### config.mk
export PLATFORM = sky130hd
export DESIGN_NAME = accel_poll_ctrl
export DESIGN_NICKNAME = d
export VERILOG_FILES = /design/src/rtl/accel_pkg.sv /design/src/rtl/accel_spi_shifter.sv /design/src/rtl/accel_spi_xfer.sv /design/src/rtl/accel_poll_ctrl.sv
export SDC_FILE = /design/constraint.sdc
export NUM_CORES = 1
export LEC_CHECK = 0
export CAP_MARGIN = 20
export CORE_MARGIN = 2
export CORE_UTILIZATION = 35
export CTS_CLUSTER_DIAMETER = 100
export DETAILED_ROUTE_END_ITERATION = 8
export SETUP_SLACK_MARGIN = 0.05
export SYNTH_ARGS = -nofsm -noshare
export SYNTH_HDL_FRONTEND = slang
export SYNTH_SLANG_ARGS = --single-unit
### constraint.sdc
create_clock -name clk -period 2 [get_ports clk]
set_input_delay 0.4 -clock clk [delete_from_list [all_inputs] [get_ports clk]]
set_output_delay 0.4 -clock clk [all_outputs]
set_load 0.1 [all_outputs]
### src/rtl/accel_pkg.sv
`timescale 1ns/1ps
package accel_pkg;
  localparam int BYTE_W = 8;
  localparam int ADDR_W = 6;
  localparam int WORD_W = 2 * BYTE_W;

  localparam logic [ADDR_W-1:0] REG_ID  = 6'h00;
  localparam logic [ADDR_W-1:0] REG_PWR = 6'h2D;
  localparam logic [ADDR_W-1:0] REG_AX  = 6'h32;
  localparam logic [ADDR_W-1:0] REG_AY  = 6'h34;
  localparam logic [ADDR_W-1:0] REG_AZ  = 6'h36;
  localparam logic [BYTE_W-1:0] PWR_MEASURE = 8'h08;

  typedef enum logic [2:0] {
    OP_BOOT, OP_IDLE, OP_X, OP_Y, OP_Z, OP_ID
  } op_e;

  // header: [7] read, [6] burst, [5:0] address
  function automatic logic [BYTE_W-1:0] make_hdr(input logic rd, input logic burst,
                                                 input logic [ADDR_W-1:0] addr);
    return {rd, burst, addr};
  endfunction
endpackage

### src/rtl/accel_spi_shifter.sv
`timescale 1ns/1ps
module accel_spi_shifter #(
  parameter int HALF_CYC = 4,
  parameter int BW       = 8
) (
  input  logic          clk,
  input  logic          rst_n,
  input  logic          go_i,
  input  logic [BW-1:0] tx_i,
  input  logic          miso_i,
  output logic          done_o,
  output logic [BW-1:0] rx_o,
  output logic          sclk_o,
  output logic          mosi_o
);
  localparam int TW   = (HALF_CYC > 1) ? $clog2(HALF_CYC) : 1;
  localparam int CNTW = $clog2(BW + 1);

  logic          act_q, act_d;
  logic          sclk_q, sclk_d;
  logic          mosi_q, mosi_d;
  logic [BW-1:0] sh_q, sh_d;
  logic [CNTW-1:0] bc_q, bc_d;
  logic [TW-1:0] t_q, t_d;
  logic          tick;

  assign tick   = act_q && (t_q == TW'(HALF_CYC - 1));
  assign done_o = tick && sclk_q && (bc_q == CNTW'(BW));

  always_comb begin
    act_d  = act_q;
    sclk_d = sclk_q;
    mosi_d = mosi_q;
    sh_d   = sh_q;
    bc_d   = bc_q;
    t_d    = t_q;
    if (act_q) t_d = tick ? '0 : t_q + TW'(1);
    if (go_i) begin
      act_d  = 1'b1;
      sclk_d = 1'b0;
      mosi_d = tx_i[BW-1];
      sh_d   = tx_i;
      bc_d   = '0;
      t_d    = '0;
    end else if (tick) begin
      if (!sclk_q) begin
        sclk_d = 1'b1;
        sh_d   = {sh_q[BW-2:0], miso_i};
        bc_d   = bc_q + CNTW'(1);
      end else if (bc_q == CNTW'(BW)) begin
        act_d = 1'b0;
      end else begin
        sclk_d = 1'b0;
        mosi_d = sh_q[BW-1];
      end
    end
  end

  always_ff @(posedge clk or negedge rst_n) begin
    if (!rst_n) begin
      act_q  <= 1'b0;
      sclk_q <= 1'b1;
      mosi_q <= 1'b0;
      sh_q   <= '0;
      bc_q   <= '0;
      t_q    <= '0;
    end else begin
      act_q  <= act_d;
      sclk_q <= sclk_d;
      mosi_q <= mosi_d;
      sh_q   <= sh_d;
      bc_q   <= bc_d;
      t_q    <= t_d;
    end
  end

  assign rx_o   = sh_q;
  assign sclk_o = sclk_q;
  assign mosi_o = mosi_q;

  // the clock rests high whenever the shifter is idle
  assert_sclk_rest_R3: assert property (@(posedge clk) disable iff (!rst_n)
    !act_q |-> sclk_q);
  // never more than one byte of edges per load
  assert_bitcount_R3: assert property (@(posedge clk) disable iff (!rst_n)
    bc_q <= CNTW'(BW));
endmodule

### src/rtl/accel_spi_xfer.sv
`timescale 1ns/1ps
module accel_spi_xfer #(
  parameter int SETUP_CYC = 50,
  parameter int GAP_CYC   = 5000,
  parameter int HALF_CYC  = 4,
  parameter int BW        = 8
) (
  input  logic          clk,
  input  logic          rst_n,
  input  logic          req_i,
  input  logic [BW-1:0] hdr_i,
  input  logic [BW-1:0] wdat_i,
  input  logic [1:0]    nbyte_i,
  output logic          rdy_o,
  output logic          fin_o,
  output logic [BW-1:0] lo_o,
  output logic [BW-1:0] hi_o,
  input  logic          miso_i,
  output logic          sclk_o,
  output logic          mosi_o,
  output logic          cs_n_o
);
  localparam int WAITMAX = (SETUP_CYC > GAP_CYC) ? SETUP_CYC : GAP_CYC;
  localparam int CW      = $clog2(WAITMAX + 1);

  typedef enum logic [1:0] {X_IDLE, X_SETUP, X_BYTE, X_GAP} xst_e;

  xst_e          st_q, st_d;
  logic [CW-1:0] cnt_q, cnt_d;
  logic [1:0]    idx_q, idx_d;
  logic [1:0]    n_q, n_d;
  logic [BW-1:0] hdr_q, hdr_d, wdat_q, wdat_d, lo_q, lo_d, hi_q, hi_d;
  logic          cs_q, cs_d, fin_q, fin_d;
  logic          go;
  logic [BW-1:0] txb, rxb;
  logic          sh_done;

  // byte to shift: header during setup, otherwise payload (zeros for reads)
  assign txb = (st_q == X_SETUP) ? hdr_q : (hdr_q[BW-1] ? '0 : wdat_q);

  always_comb begin
    st_d   = st_q;
    cnt_d  = cnt_q;
    idx_d  = idx_q;
    n_d    = n_q;
    hdr_d  = hdr_q;
    wdat_d = wdat_q;
    lo_d   = lo_q;
    hi_d   = hi_q;
    cs_d   = cs_q;
    fin_d  = 1'b0;
    go     = 1'b0;
    case (st_q)
      X_IDLE: if (req_i) begin
        st_d   = X_SETUP;
        cs_d   = 1'b0;
        cnt_d  = '0;
        idx_d  = '0;
        hdr_d  = hdr_i;
        wdat_d = wdat_i;
        n_d    = nbyte_i;
      end
      X_SETUP: if (cnt_q == CW'(SETUP_CYC - 1)) begin
        go   = 1'b1;
        st_d = X_BYTE;
      end else begin
        cnt_d = cnt_q + CW'(1);
      end
      X_BYTE: if (sh_done) begin
        if (idx_q == 2'd1) lo_d = rxb;
        if (idx_q == 2'd2) hi_d = rxb;
        if (idx_q == n_q - 2'd1) begin
          st_d  = X_GAP;
          cs_d  = 1'b1;
          fin_d = 1'b1;
          cnt_d = '0;
        end else begin
          go    = 1'b1;
          idx_d = idx_q + 2'd1;
        end
      end
      default: if (cnt_q == CW'(GAP_CYC - 1)) begin
        st_d = X_IDLE;
      end else begin
        cnt_d = cnt_q + CW'(1);
      end
    endcase
  end

  always_ff @(posedge clk or negedge rst_n) begin
    if (!rst_n) begin
      st_q   <= X_IDLE;
      cnt_q  <= '0;
      idx_q  <= '0;
      n_q    <= '0;
      hdr_q  <= '0;
      wdat_q <= '0;
      lo_q   <= '0;
      hi_q   <= '0;
      cs_q   <= 1'b1;
      fin_q  <= 1'b0;
    end else begin
      st_q   <= st_d;
      cnt_q  <= cnt_d;
      idx_q  <= idx_d;
      n_q    <= n_d;
      hdr_q  <= hdr_d;
      wdat_q <= wdat_d;
      lo_q   <= lo_d;
      hi_q   <= hi_d;
      cs_q   <= cs_d;
      fin_q  <= fin_d;
    end
  end

  accel_spi_shifter #(.HALF_CYC(HALF_CYC), .BW(BW)) u_shift (
    .clk    (clk),
    .rst_n  (rst_n),
    .go_i   (go),
    .tx_i   (txb),
    .miso_i (miso_i),
    .done_o (sh_done),
    .rx_o   (rxb),
    .sclk_o (sclk_o),
    .mosi_o (mosi_o)
  );

  assign rdy_o  = (st_q == X_IDLE);
  assign fin_o  = fin_q;
  assign lo_o   = lo_q;
  assign hi_o   = hi_q;
  assign cs_n_o = cs_q;

  // a released chip select always sees a resting clock
  assert_cs_sclk_R3: assert property (@(posedge clk) disable iff (!rst_n)
    cs_q |-> sclk_o);
  // chip select is never asserted while the recovery gap runs
  assert_gap_hold_R11: assert property (@(posedge clk) disable iff (!rst_n)
    (st_q == X_GAP) |-> cs_n_o);
endmodule

### src/rtl/accel_poll_ctrl.sv
`timescale 1ns/1ps
module accel_poll_ctrl
  import accel_pkg::*;
#(
  parameter int CLK_HZ    = 50_000_000,
  parameter int SCLK_HALF = 4,
  parameter int SETUP_NS  = 1000,
  parameter int GAP_NS    = 100_000
) (
  input  logic                     clk,
  input  logic                     rst_n,
  input  logic                     start_i,
  input  logic                     id_req_i,
  input  logic                     miso_i,
  output logic                     sclk_o,
  output logic                     mosi_o,
  output logic                     cs_n_o,
  output logic                     busy_o,
  output logic signed [WORD_W-1:0] x_o,
  output logic                     x_vld_o,
  output logic signed [WORD_W-1:0] y_o,
  output logic                     y_vld_o,
  output logic signed [WORD_W-1:0] z_o,
  output logic                     z_vld_o,
  output logic [BYTE_W-1:0]        id_o,
  output logic                     id_vld_o
);
  localparam longint NS_PER_S = 64'd1_000_000_000;
  localparam longint SETUP_L  = (longint'(CLK_HZ) * SETUP_NS + NS_PER_S - 1) / NS_PER_S;
  localparam longint GAP_L    = (longint'(CLK_HZ) * GAP_NS + NS_PER_S - 1) / NS_PER_S;
  localparam int SETUP_CYC = (SETUP_L < 1) ? 1 : int'(SETUP_L);
  localparam int GAP_CYC   = (GAP_L < 1) ? 1 : int'(GAP_L);

  op_e  op_q, op_d;
  logic iss_q, iss_d;
  logic req, rdy, fin;
  logic [BYTE_W-1:0] hdr, wdat, lo, hi;
  logic [1:0] nb;

  logic signed [WORD_W-1:0] x_q, x_d, y_q, y_d, z_q, z_d;
  logic [BYTE_W-1:0] id_q, id_d;
  logic xv_q, xv_d, yv_q, yv_d, zv_q, zv_d, iv_q, iv_d;

  // transaction shape for the current operation
  always_comb begin
    hdr  = '0;
    wdat = '0;
    nb   = 2'd3;
    case (op_q)
      OP_BOOT: begin hdr = make_hdr(1'b0, 1'b0, REG_PWR); wdat = PWR_MEASURE; nb = 2'd2; end
      OP_X:    hdr = make_hdr(1'b1, 1'b1, REG_AX);
      OP_Y:    hdr = make_hdr(1'b1, 1'b1, REG_AY);
      OP_Z:    hdr = make_hdr(1'b1, 1'b1, REG_AZ);
      OP_ID:   begin hdr = make_hdr(1'b1, 1'b0, REG_ID); nb = 2'd2; end
      default: ;
    endcase
  end

  // sequencer: issue once per operation, advance when the link is free again
  always_comb begin
    op_d  = op_q;
    iss_d = iss_q;
    req   = 1'b0;
    if (op_q == OP_IDLE) begin
      if (start_i)       op_d = OP_X;
      else if (id_req_i) op_d = OP_ID;
    end else if (!iss_q) begin
      if (rdy) begin
        req   = 1'b1;
        iss_d = 1'b1;
      end
    end else if (rdy) begin
      iss_d = 1'b0;
      case (op_q)
        OP_X:    op_d = OP_Y;
        OP_Y:    op_d = OP_Z;
        default: op_d = OP_IDLE;
      endcase
    end
  end

  // result capture with single-cycle strobes
  always_comb begin
    x_d  = x_q;
    y_d  = y_q;
    z_d  = z_q;
    id_d = id_q;
    xv_d = 1'b0;
    yv_d = 1'b0;
    zv_d = 1'b0;
    iv_d = 1'b0;
    if (fin) begin
      case (op_q)
        OP_X:    begin x_d = {hi, lo}; xv_d = 1'b1; end
        OP_Y:    begin y_d = {hi, lo}; yv_d = 1'b1; end
        OP_Z:    begin z_d = {hi, lo}; zv_d = 1'b1; end
        OP_ID:   begin id_d = lo;      iv_d = 1'b1; end
        default: ;
      endcase
    end
  end

  always_ff @(posedge clk or negedge rst_n) begin
    if (!rst_n) begin
      op_q  <= OP_BOOT;
      iss_q <= 1'b0;
      x_q   <= '0;
      y_q   <= '0;
      z_q   <= '0;
      id_q  <= '0;
      xv_q  <= 1'b0;
      yv_q  <= 1'b0;
      zv_q  <= 1'b0;
      iv_q  <= 1'b0;
    end else begin
      op_q  <= op_d;
      iss_q <= iss_d;
      x_q   <= x_d;
      y_q   <= y_d;
      z_q   <= z_d;
      id_q  <= id_d;
      xv_q  <= xv_d;
      yv_q  <= yv_d;
      zv_q  <= zv_d;
      iv_q  <= iv_d;
    end
  end

  accel_spi_xfer #(
    .SETUP_CYC (SETUP_CYC),
    .GAP_CYC   (GAP_CYC),
    .HALF_CYC  (SCLK_HALF),
    .BW        (BYTE_W)
  ) u_xfer (
    .clk     (clk),
    .rst_n   (rst_n),
    .req_i   (req),
    .hdr_i   (hdr),
    .wdat_i  (wdat),
    .nbyte_i (nb),
    .rdy_o   (rdy),
    .fin_o   (fin),
    .lo_o    (lo),
    .hi_o    (hi),
    .miso_i  (miso_i),
    .sclk_o  (sclk_o),
    .mosi_o  (mosi_o),
    .cs_n_o  (cs_n_o)
  );

  assign busy_o   = (op_q != OP_IDLE);
  assign x_o      = x_q;
  assign y_o      = y_q;
  assign z_o      = z_q;
  assign id_o     = id_q;
  assign x_vld_o  = xv_q;
  assign y_vld_o  = yv_q;
  assign z_vld_o  = zv_q;
  assign id_vld_o = iv_q;

  // strobes never overlap
  assert_vld_onehot_R7: assert property (@(posedge clk) disable iff (!rst_n)
    $onehot0({xv_q, yv_q, zv_q, iv_q}));
  // each strobe lasts one cycle
  assert_xvld_pulse_R7: assert property (@(posedge clk) disable iff (!rst_n)
    xv_q |=> !xv_q);
  // a strobe follows the release of chip select
  assert_vld_after_cs_R7: assert property (@(posedge clk) disable iff (!rst_n)
    (xv_q || yv_q || zv_q || iv_q) |-> (cs_n_o && $past(cs_n_o)));
  // the Z result arrives while still busy
  assert_busy_z_R8: assert property (@(posedge clk) disable iff (!rst_n)
    zv_q |-> busy_o);
  // an accepted start raises busy on the next cycle
  assert_start_busy_R8: assert property (@(posedge clk) disable iff (!rst_n)
    (start_i && !busy_o) |=> busy_o);
endmodule

==> results of run 1 <==
cells by family (layout without fill, tap and decap cells):
group           Yosys count  count (layout)  share of synthesized area, %
xor+xnor                  5               5                        0.9111
mux                      89              89                         17.51
buf+inv                  41             161                         3.444
simple gates            117             117                         10.89
flops                   124             124                         55.14
compound gates           73              74                         9.665
fa+ha+maj                11              11                         2.444
Yosys cell counts, drive strengths merged, types with 6 or more instances:
library cell / instances
nand2: 43
clkbuf: 7
buf: 14
nand3: 15
dfrtp: 122
inv: 19
a21oi: 12
o21ai: 25
mux2i: 23
nor2b: 6
mux2: 66
nor3: 6
o31ai: 6
ha: 11
nor2: 21
cell usage in the layout (no fill, tap or decap), drive strengths merged, types with 5 or more instances in the layout:
cell type and count:
nand4 5, nand3 15, buf 105, dfrtp 122, clkinv 6, o21ai 25, ha 11, nor2b 6
nor2 21, o31ai 6, a21oi 12, nand2 43, nand2b 5, mux2 66, mux2i 23, nor3 6
inv 21, clkbuf 20
through the flow:
stage          TNS (ps)  cell area [um2]
2_1_floorplan         0             5647
3_3_place_gp          0             6641
3_5_place_dp          0             6641
4_1_cts               0             7306
5_1_grt          -796.0             7458
6_report              0             7458
final cells by class:
type                       count  area [um2]
fill                        1441        8369
clock inverter                12       162.7
multi-input combinational    296        2447
timing repair buffer         109       932.1
tap                          216       270.3
inverter                      20       77.57
clock buffer                  20       456.7
sequential                   124        3112
repair_timing:
| item | in CTS | in global routing |
|---|---|---|
| resized for setup | 4 | 28 |
| setup endpoints to repair | 24 | 42 |
| setup buffers | 2 | 8 |
| cloned | 1 | 0 |
| endpoints found under the hold margin | 20 | 0 |
| hold buffers | 1 | 0 |
| pin swaps | 3 | 15 |
worst max-delay path, cell delays in order, from the launching register on:
cell and delay (ps):
dfrtp_1 390, inv_2 70, ha_1 130, and3b_1 170
nor2b_1 130, buf_4 180, nor3b_4 300, buf_4 180
o21a_4 190, nor2_2 50
power by group through the flow:
stage          clock network, uW  registers [uW]  logic (uW)
6_report                    3190            2850        2300
5_1_grt                     3360            2870        2510
4_1_cts                     3270            2840        2120
3_5_place_dp                   0            2880        2050
3_3_place_gp                   0            2880        2000
2_1_floorplan                  0            2830        1440
registers in the layout (all words and copies together) (netlist names), 2 cells and up:
register	cells
u_xfer.cnt_q	13
id_o	8
z_o	16
x_o	16
u_xfer.u_shift.t_q	2
y_o	16
u_xfer.hdr_q	5
u_xfer.idx_q	2
op_q	3
u_xfer.lo_o	8
u_xfer.u_shift.rx_o	8
u_xfer.st_q	2
u_xfer.n_q	2
u_xfer.hi_o	8
u_xfer.u_shift.bc_q	4
how the worst max path moves through the flow:
stage	start	to	slack [ps]
finish	u_xfer.u_shift.bc_q[0]	u_xfer.u_shift.bc_q[1]	90
global route	u_xfer.u_shift.bc_q[1]	u_xfer.u_shift.rx_o[0]	-80
CTS	u_xfer.st_q[0]	u_xfer.st_q[1]	20
detailed placement	u_xfer.st_q[0]	u_xfer.st_q[1]	7
global placement	u_xfer.st_q[0]	u_xfer.st_q[1]	40
floorplan	u_xfer.u_shift.sclk_o	u_xfer.u_shift.rx_o[6]	40
per-layer routing:
| metal | track usage [%] | wire (um) |
|---|---|---|
| met5 | 0 | 0 |
| met4 | 5.382 | 185 |
| met3 | 4.112 | 502 |
| met2 | 25.09 | 6119 |
| met1 | 19.46 | 5667 |
==> flow_metrics.tcl, run 1 <==
set metrics [dict create \
    place_ws_ps 6.666 \
    tightest_slew_ps 389.3 \
    p_int_uw 5752 \
    antenna_left 0 \
    seq_area_frac_synth_pct 55.14 \
    io_buffers 68 \
    cp_max_fo 7 \
    antenna_found_initial 0 \
    required_ps 2300 \
    timing.rr.start "u_xfer.u_shift.bc_q[0]" \
    drive_above_1_share_pct 42.86 \
    relSlewSlack_pct 73.97 \
    ys_top_cells_by_area "dfrtp_1 54%, mux2_2 13%, mux2i_1 3.9%" \
    vdd_drop_max_v 0.001142 \
    grt-ovfl-total 0 \
    placed_cells 753 \
    leakage_uw 0.003661 \
    fp.dieArea_mm2 0.01712 \
    ys_seq_elements 124 \
    layout.nets 584 \
    boundaryPins 69 \
    end_kind "flip-flop" \
    cts_root_buf "clkbuf_16" \
    via_count 3939 \
    synth-edff-count 0 \
    cap_violations 0 \
    gr-usage-all-layers_pct 15.25 \
    synth_area_per_cell_um2 12.24 \
    cts_buffers 17 \
    die_w_um 130.9 \
    grt_pass1_vias 3969 \
    syn2layout_area_growth_pct 32.44 \
    core_mm2 0.01583 \
    synth_top_area_share_pct 54.21 \
    switching_share_pct 30.95 \
    vias_per_cell 4.942 \
    yosys.area.top_type "dfrtp_1" \
    final_max_slew_viol_count 0 \
    cts_tree "yes" \
    setup_violations 0 \
    seq_power_share_pct 34.2 \
    finalNonFillerCells 797 \
    share_comb_of_total_power_pct 27.6 \
    r2r-end "u_xfer.u_shift.bc_q[1]" \
    fin_crit_sh_pct 95.55 \
    yosys.cell_types.count 65 \
    place_congestion 0.8206 \
    outcome "finished clean" \
    startpoint_type "flip-flop" \
    min_period_ps 1911 \
    p_total_uw 8331 \
    synth-main-ff-cell "dfrtp_1" \
    reg2reg_depth 9 \
    fin_ws_ps 88.92 \
    die_h_um 130.9 \
    synthesis.instances 460 \
    routed_wl_um 12470 \
    finClkSkew_ps 5.910 \
    utilization_pct 47.12 \
    core.rowCount 46 \
    htreeDepth 4 \
    clock_path_buffers 2 \
    p_per_area_mw_per_mm2 1117 \
    grt_max_degree 38 \
    worst_ep_arrival_time_ps 2210 \
    num_antenna_cells 0 \
    r2r_setup_slack_ps 90 \
    firstDrtPassIters 4 \
    crit_type "reg -> reg" \
    wl_per_cell_um 15.65 \
    synth_nets 476 \
    numClockSinks 124 \
    grt_pass1_wl_um 20130 \
    synth_area_mm2 0.005632 \
    whs_ps 444.8 \
    drc 0 \
    clk_transition_reported_paths_ps 60 \
    hold_class "in -> async" \
    power_switching_uw 2579 \
    hpwl_um 8756 \
    max_freq_ghz 0.5233 \
    clk_latency_ps 420 \
    clkPwrFrac_pct 38.3 \
    rsz0062_at_grt "yes" \
    start_util_pct 35.58 \
    synthArstFlopShare_pct 100.0 \
    yosysWarnings 0 \
    drt-initial-drc-count 140 \
    hold_viol_final 0 \
]
Power figures use the tool's default switching activity.
==> inputs of run 2 (changes only) <==
CAP_MARGIN = not set   (was 20)
==> results of run 2 <==
The final DEF is identical to that of run 1; final timing and power are the same.
